===== config.mk =====
export PLATFORM = sky130hd
export DESIGN_NAME = sar_read_assist
export DESIGN_NICKNAME = d
export VERILOG_FILES = /design/src/rtl/sar_pkg.sv /design/src/rtl/sar_step_ctr.sv /design/src/rtl/sar_bit_mask.sv /design/src/rtl/sar_overlay.sv /design/src/rtl/sar_read_assist.sv
export SDC_FILE = /design/constraint.sdc
export NUM_CORES = 1
export LEC_CHECK = 0
export ABC_AREA = 1
export BUFFER_PORTS_ARGS = -buffer_cell sky130_fd_sc_hd__buf_4
export CAP_MARGIN = 15
export CORE_ASPECT_RATIO = 0.9
export CORE_MARGIN = 1
export CORE_UTILIZATION = 39
export DETAILED_ROUTE_END_ITERATION = 16
export PLACE_DENSITY = 0.76
export SYNTH_ARGS = -nofsm -noshare
export SYNTH_HDL_FRONTEND = slang
export SYNTH_HIERARCHICAL = 1
export SYNTH_SLANG_ARGS = --single-unit

===== constraint.sdc =====
create_clock -name clk -period 2 [get_ports clk]
set_clock_uncertainty 0.15 [all_clocks]
set_input_delay 0.1 -clock clk [delete_from_list [all_inputs] [get_ports clk]]
set_output_delay 0.1 -clock clk [all_outputs]
set_load 0.05 [all_outputs]

===== src/rtl/sar_pkg.sv =====
package sar_pkg;
  typedef enum logic [1:0] {
    PH_IDLE = 2'd0,
    PH_RUN  = 2'd1,
    PH_DONE = 2'd2
  } phase_t;
endpackage


===== src/rtl/sar_step_ctr.sv =====
module sar_step_ctr
  import sar_pkg::*;
#(
  parameter int NBITS = 6,
  localparam int SW = $clog2(NBITS + 1)
) (
  input  logic          clk,
  input  logic          rst_n,
  input  logic          arm,
  input  logic          adv,
  output logic [SW-1:0] step,
  output phase_t        phase
);
  localparam logic [SW-1:0] LAST = SW'(NBITS);

  always_ff @(posedge clk) begin
    if (!rst_n) begin
      step  <= '0;
      phase <= PH_IDLE;
    end else if (arm) begin
      step  <= '0;
      phase <= PH_RUN;
    end else if (adv && phase == PH_RUN) begin
      if (step == LAST) begin
        step  <= '0;
        phase <= PH_DONE;
      end else begin
        step <= step + SW'(1);
      end
    end
  end

  a_r6_advance: assert property (@(posedge clk) disable iff (!rst_n)
    (adv && !arm && phase == PH_RUN && step != LAST) |=> step == $past(step) + SW'(1));
  a_r6_finish: assert property (@(posedge clk) disable iff (!rst_n)
    (adv && !arm && phase == PH_RUN && step == LAST) |=> phase == PH_DONE);
  a_r8_hold: assert property (@(posedge clk) disable iff (!rst_n)
    (!adv && !arm) |=> $stable(step) && $stable(phase));
  a_r10_rearm: assert property (@(posedge clk) disable iff (!rst_n)
    arm |=> phase == PH_RUN && step == '0);
endmodule


===== src/rtl/sar_bit_mask.sv =====
module sar_bit_mask #(
  parameter int DW    = 8,
  parameter int NBITS = 6,
  localparam int SW = $clog2(NBITS + 1)
) (
  input  logic          clk,
  input  logic          rst_n,
  input  logic          running,
  input  logic [SW-1:0] step,
  output logic [DW-1:0] corr_mask,
  output logic [DW-1:0] guess_mask
);
  for (genvar i = 0; i < DW; i++) begin : g_bit
    if (i < NBITS) begin : g_fld
      assign corr_mask[i]  = running && (step == SW'(NBITS - i));
      assign guess_mask[i] = running && (step == SW'(NBITS - 1 - i));
    end else begin : g_hi
      assign corr_mask[i]  = 1'b0;
      assign guess_mask[i] = 1'b0;
    end
  end

  a_r3_one_each: assert property (@(posedge clk) disable iff (!rst_n)
    $onehot0(corr_mask) && $onehot0(guess_mask) && ((corr_mask & guess_mask) == '0));
  a_r3_adjacent: assert property (@(posedge clk) disable iff (!rst_n)
    (corr_mask != '0 && guess_mask != '0) |-> (corr_mask == (guess_mask << 1)));
endmodule


===== src/rtl/sar_overlay.sv =====
module sar_overlay #(
  parameter int DW = 8
) (
  input  logic [DW-1:0] reg_in,
  input  logic [DW-1:0] corr_mask,
  input  logic [DW-1:0] guess_mask,
  input  logic          decision,
  output logic [DW-1:0] data_out
);
  for (genvar i = 0; i < DW; i++) begin : g_ov
    assign data_out[i] = guess_mask[i] ? 1'b1 :
                         corr_mask[i]  ? decision : reg_in[i];
  end
endmodule


===== src/rtl/sar_read_assist.sv =====
module sar_read_assist
  import sar_pkg::*;
#(
  parameter int DW    = 8,
  parameter int NBITS = 6,
  localparam int SW = $clog2(NBITS + 1)
) (
  input  logic             clk,
  input  logic             rst_n,
  input  logic             arm,
  input  logic             cmp_invert,
  input  logic             cmp_in,
  input  logic             rd_stb,
  input  logic             wr_stb,
  input  logic             sel,
  input  logic [DW-1:0]    wr_data,
  output logic [DW-1:0]    rd_data,
  output logic [NBITS-1:0] dac_code,
  output logic             busy,
  output logic             done
);
  logic [DW-1:0] dac_q;
  logic          cmp_hold;
  logic [SW-1:0] step;
  phase_t        phase;
  logic [DW-1:0] corr_mask, guess_mask, ov_data;
  logic          rd_hit;

  assign rd_hit = rd_stb && sel;

  always_ff @(posedge clk) begin
    if (!rst_n)       cmp_hold <= 1'b0;
    else if (!rd_stb) cmp_hold <= cmp_in;
  end

  always_ff @(posedge clk) begin
    if (!rst_n)              dac_q <= '0;
    else if (wr_stb && sel)  dac_q <= wr_data;
  end

  sar_step_ctr #(.NBITS(NBITS)) u_ctr (
    .clk(clk), .rst_n(rst_n), .arm(arm), .adv(rd_hit),
    .step(step), .phase(phase)
  );

  sar_bit_mask #(.DW(DW), .NBITS(NBITS)) u_mask (
    .clk(clk), .rst_n(rst_n), .running(phase == PH_RUN), .step(step),
    .corr_mask(corr_mask), .guess_mask(guess_mask)
  );

  sar_overlay #(.DW(DW)) u_ov (
    .reg_in(dac_q), .corr_mask(corr_mask), .guess_mask(guess_mask),
    .decision(cmp_hold ^ cmp_invert), .data_out(ov_data)
  );

  assign rd_data  = rd_hit ? ov_data : '0;
  assign dac_code = dac_q[NBITS-1:0];
  assign busy     = (phase == PH_RUN);
  assign done     = (phase == PH_DONE);

  a_r9_cmp_held: assert property (@(posedge clk) disable iff (!rst_n)
    $past(rd_stb) |-> $stable(cmp_hold));
  a_r3_upper_pass: assert property (@(posedge clk) disable iff (!rst_n)
    rd_hit |-> ((rd_data ^ dac_q) & ~{{(DW-NBITS){1'b0}}, {NBITS{1'b1}}}) == '0);
  a_r3_two_bits: assert property (@(posedge clk) disable iff (!rst_n)
    rd_hit |-> $countones((rd_data ^ dac_q) & ~(corr_mask | guess_mask)) == 0);
  a_r6_passthru: assert property (@(posedge clk) disable iff (!rst_n)
    (rd_hit && !busy) |-> rd_data == dac_q);
  a_r6_flags: assert property (@(posedge clk) disable iff (!rst_n)
    !(busy && done));
  a_r8_unsel_zero: assert property (@(posedge clk) disable iff (!rst_n)
    !sel |-> rd_data == '0);
endmodule


==> results.json <==
{
  "nets": 242,
  "hold_viol": 0,
  "dp_slack_ns": 0.3637,
  "detail-route-antenna-nets": 0,
  "critical_path_class": "reg -> out",
  "grt_max_degree": 17,
  "ff2ff_path_depth": 6,
  "cts-htree-levels": 1,
  "syn_to_final_growth_pct": 42.89,
  "synth.avg_cell_area_sq_um": 5.627,
  "io_pins": 32,
  "grt_overflow": 0,
  "setup_tns_ns": 0,
  "ir_drop_uv": 390.1,
  "max-cap-violations": 0,
  "min_from": "rst_n",
  "path_max_fanout": 5,
  "ys_ff_latch": 14,
  "finalWorstSetupSlack_ns": 0.1688,
  "power_uw": 731.0,
  "antenna_found_initial": 0,
  "crit_chain": "inv_1 -> nor2_4 -> nand2_2 -> nor2_1 -> nand2_1 -> nand3_1 -> inv_1 -> nor2_2 -> buf_4",
  "std_cell_rows": 17,
  "cp.arrival_ns": 1.58,
  "synth-xor-area-share_pct": 0.8505,
  "wl_um": 2167,
  "yosysSeqAreaShare_pct": 27.22,
  "cpMaxStageDelayCell": "dfxtp_2",
  "syn_inst": 183,
  "routed_via_density": 4.095,
  "die_w_um": 56.17,
  "max_freq_ghz": 0.5461,
  "cts_setup_buffers": 0,
  "synth_warnings": 6,
  "wire_per_inst_um": 8.565,
  "drive_above_1_share_pct": 23.56,
  "required_ns": 1.75,
  "cp_common_cell": "inv_1",
  "grt_use_total_pct": 16.09,
  "min_path_type": "in -> reg",
  "final-max-slew-violation-count": 0,
  "dp_cells": 228,
  "cts_tree": "yes",
  "place_hpwl_um": 1472,
  "hold_ws_ns": 0.1236,
  "synth_compound_area_share_pct": 3.888,
  "placed_area_sq_mm": 0.001205,
  "rsz0062_at_grt": "no",
  "synth_area_leaders": "dfxtp_1 27%, nand2_1 16%, inv_1 16%",
  "num-fill-cells": 239,
  "gp_congestion": 0.8337,
  "final.min_clock_period_ns": 1.831,
  "synth_top_family_by_area": "simple AND/OR/NAND/NOR gates",
  "synthMuxAreaShare_pct": 0,
  "min_to": "u_ctr/step[1]",
  "finalNonFillerCells": 253,
  "synth-simple-area-share_pct": 38.27,
  "clock-root-buffer": "clkbuf_4",
  "first_iter_violations": 13,
  "synth_top_cell_by_area": "dfxtp_1",
  "rrSetupSlack_ns": 0.41,
  "core_sq_mm": 0.002467,
  "cpPeakStageDelay_ns": 0.37,
  "critPathTopFamily": "simple AND/OR/NAND/NOR gates",
  "crit_buf_inv": 3,
  "endpoint_kind": "output pin",
  "r2r_end": "u_ctr/phase[0]",
  "finalSetupViolCount": 0,
  "p_leak_nw": 0.7390,
  "holdPathStages": 5,
  "grt_pass1_wl_um": 3608,
  "yosysTopAreaCellShare_pct": 27.22,
  "drc": 0,
  "clkSlewWorstSetupHoldPaths_ns": 0.08,
  "synth-adder-area-share_pct": 0,
  "die_height_um": 50.75,
  "p_per_area_mw_per_mm2": 496.8,
  "die_area_sq_mm": 0.002850,
  "diodes": 0,
  "numCtsBuffers": 3,
  "num_vias": 1036,
  "ys_types": 19,
  "cts_max_path_buffers": 2,
  "outcome": "finished clean",
  "grt_pass1_vias": 951,
  "syn_area_sq_mm": 0.001030,
  "cts.sinks": 14,
  "period_share_pct": 91.56,
  "stdcell_area_sq_mm": 0.001471,
  "firstDrtPassIters": 4,
  "initial_core_util_pct": 41.73,
  "port_buffers": 31,
  "clk_latency_ns": 0.27,
  "start_kind": "flop",
  "utilization_pct": 59.63,
  "regToRegStartpoint": "u_ctr/step[1]"
}
[per-layer routing]
metal	global-route usage, %	part of all wire (%)	up-vias	routed length, um
li1	-	-	583	-
met1	18.08	45	419	977
met2	29.17	48	28	1038
met3	1.031	3.6	6	79
met4	10.98	3.3	0	71
met5	0	0	-	0
[worst max-delay path by stage]
stage                              start  depth (start not counted)  slack (ns)    endpoint
after floorplan           u_ctr/phase[0]                          9       0.006  rd_data[0]
after global placement    u_ctr/phase[0]                          9        0.42  rd_data[0]
after detailed placement  u_ctr/phase[0]                          9        0.36  rd_data[1]
after CTS                 u_ctr/phase[0]                          9        0.06  rd_data[1]
after global routing      u_ctr/phase[0]                          9       0.007  rd_data[1]
final                     u_ctr/phase[0]                          9        0.17  rd_data[5]
[where the power goes]
part / internal [mW] / switching [mW] / leakage, nW / total, mW
registers: 0.293 / 0.0129 / 0.115 / 0.306
logic: 0.0998 / 0.128 / 0.603 / 0.227
clock network: 0.111 / 0.0870 / 0.0210 / 0.198
total: 0.503 / 0.228 / 0.739 / 0.731
[synthesized netlist by cell type (all sizes together)]
library cell and instances:
nand3 10, a21boi 1, o21bai 1, nor2 39, xor2 1, dfxtp 14, inv 45, a21oi 3
nand2 48, conb 1, o21ai 2, buf 18
[worst register-to-register path: stages, from the launching register on]
cell and delay [ns]:
dfxtp_1 0.41, nand2_1 0.09, nor2_1 0.09, nand2_1 0.07
nand2_1 0.06, a21oi_1 0.05, dlygate4sd3_1 0.55
[layout by cell type (no fill, tap or decap), drive strengths merged]
master / instances
dlygate4sd3: 21
o21ai: 2
nor2: 39
conb: 4
a21boi: 1
a21oi: 3
nand3: 10
dfxtp: 14
xor2: 1
buf: 32
o21bai: 1
inv: 45
clkbuf: 4
nand2: 48
[repair_timing]
item / 4_1_cts / 5_1_grt
endpoints found under the hold margin: 12 / 0
endpoints found under the setup margin: 0 / 6
resized for setup: 0 / 7
hold buffers: 21 / 0
[layout make-up]
cell class                 instances  area [sq um]  area share, %
multi-input combinational        109         488.0          33.16
timing repair buffer              53         461.7          31.38
sequential                        14         281.5          19.13
inverter                          45         168.9          11.48
clock buffer                       4         36.28          2.466
tap                               28         35.03          2.381
[cell families (layout without fill, tap and decap cells)]
family / Yosys count / in the layout
AO/OA/AOI/OAI: 7 / 7
XOR/XNOR: 1 / 1
buffers and inverters: 63 / 102
flip-flops: 14 / 14
other: 1 / 4
AND/OR/NAND/NOR: 97 / 97
[state kept, by name (all words and copies together) (netlist names)]
signal       count
dac_q            8
u_ctr/phase      2
u_ctr/step       3
cmp_hold         1
(Power assumes the default switching activity.)
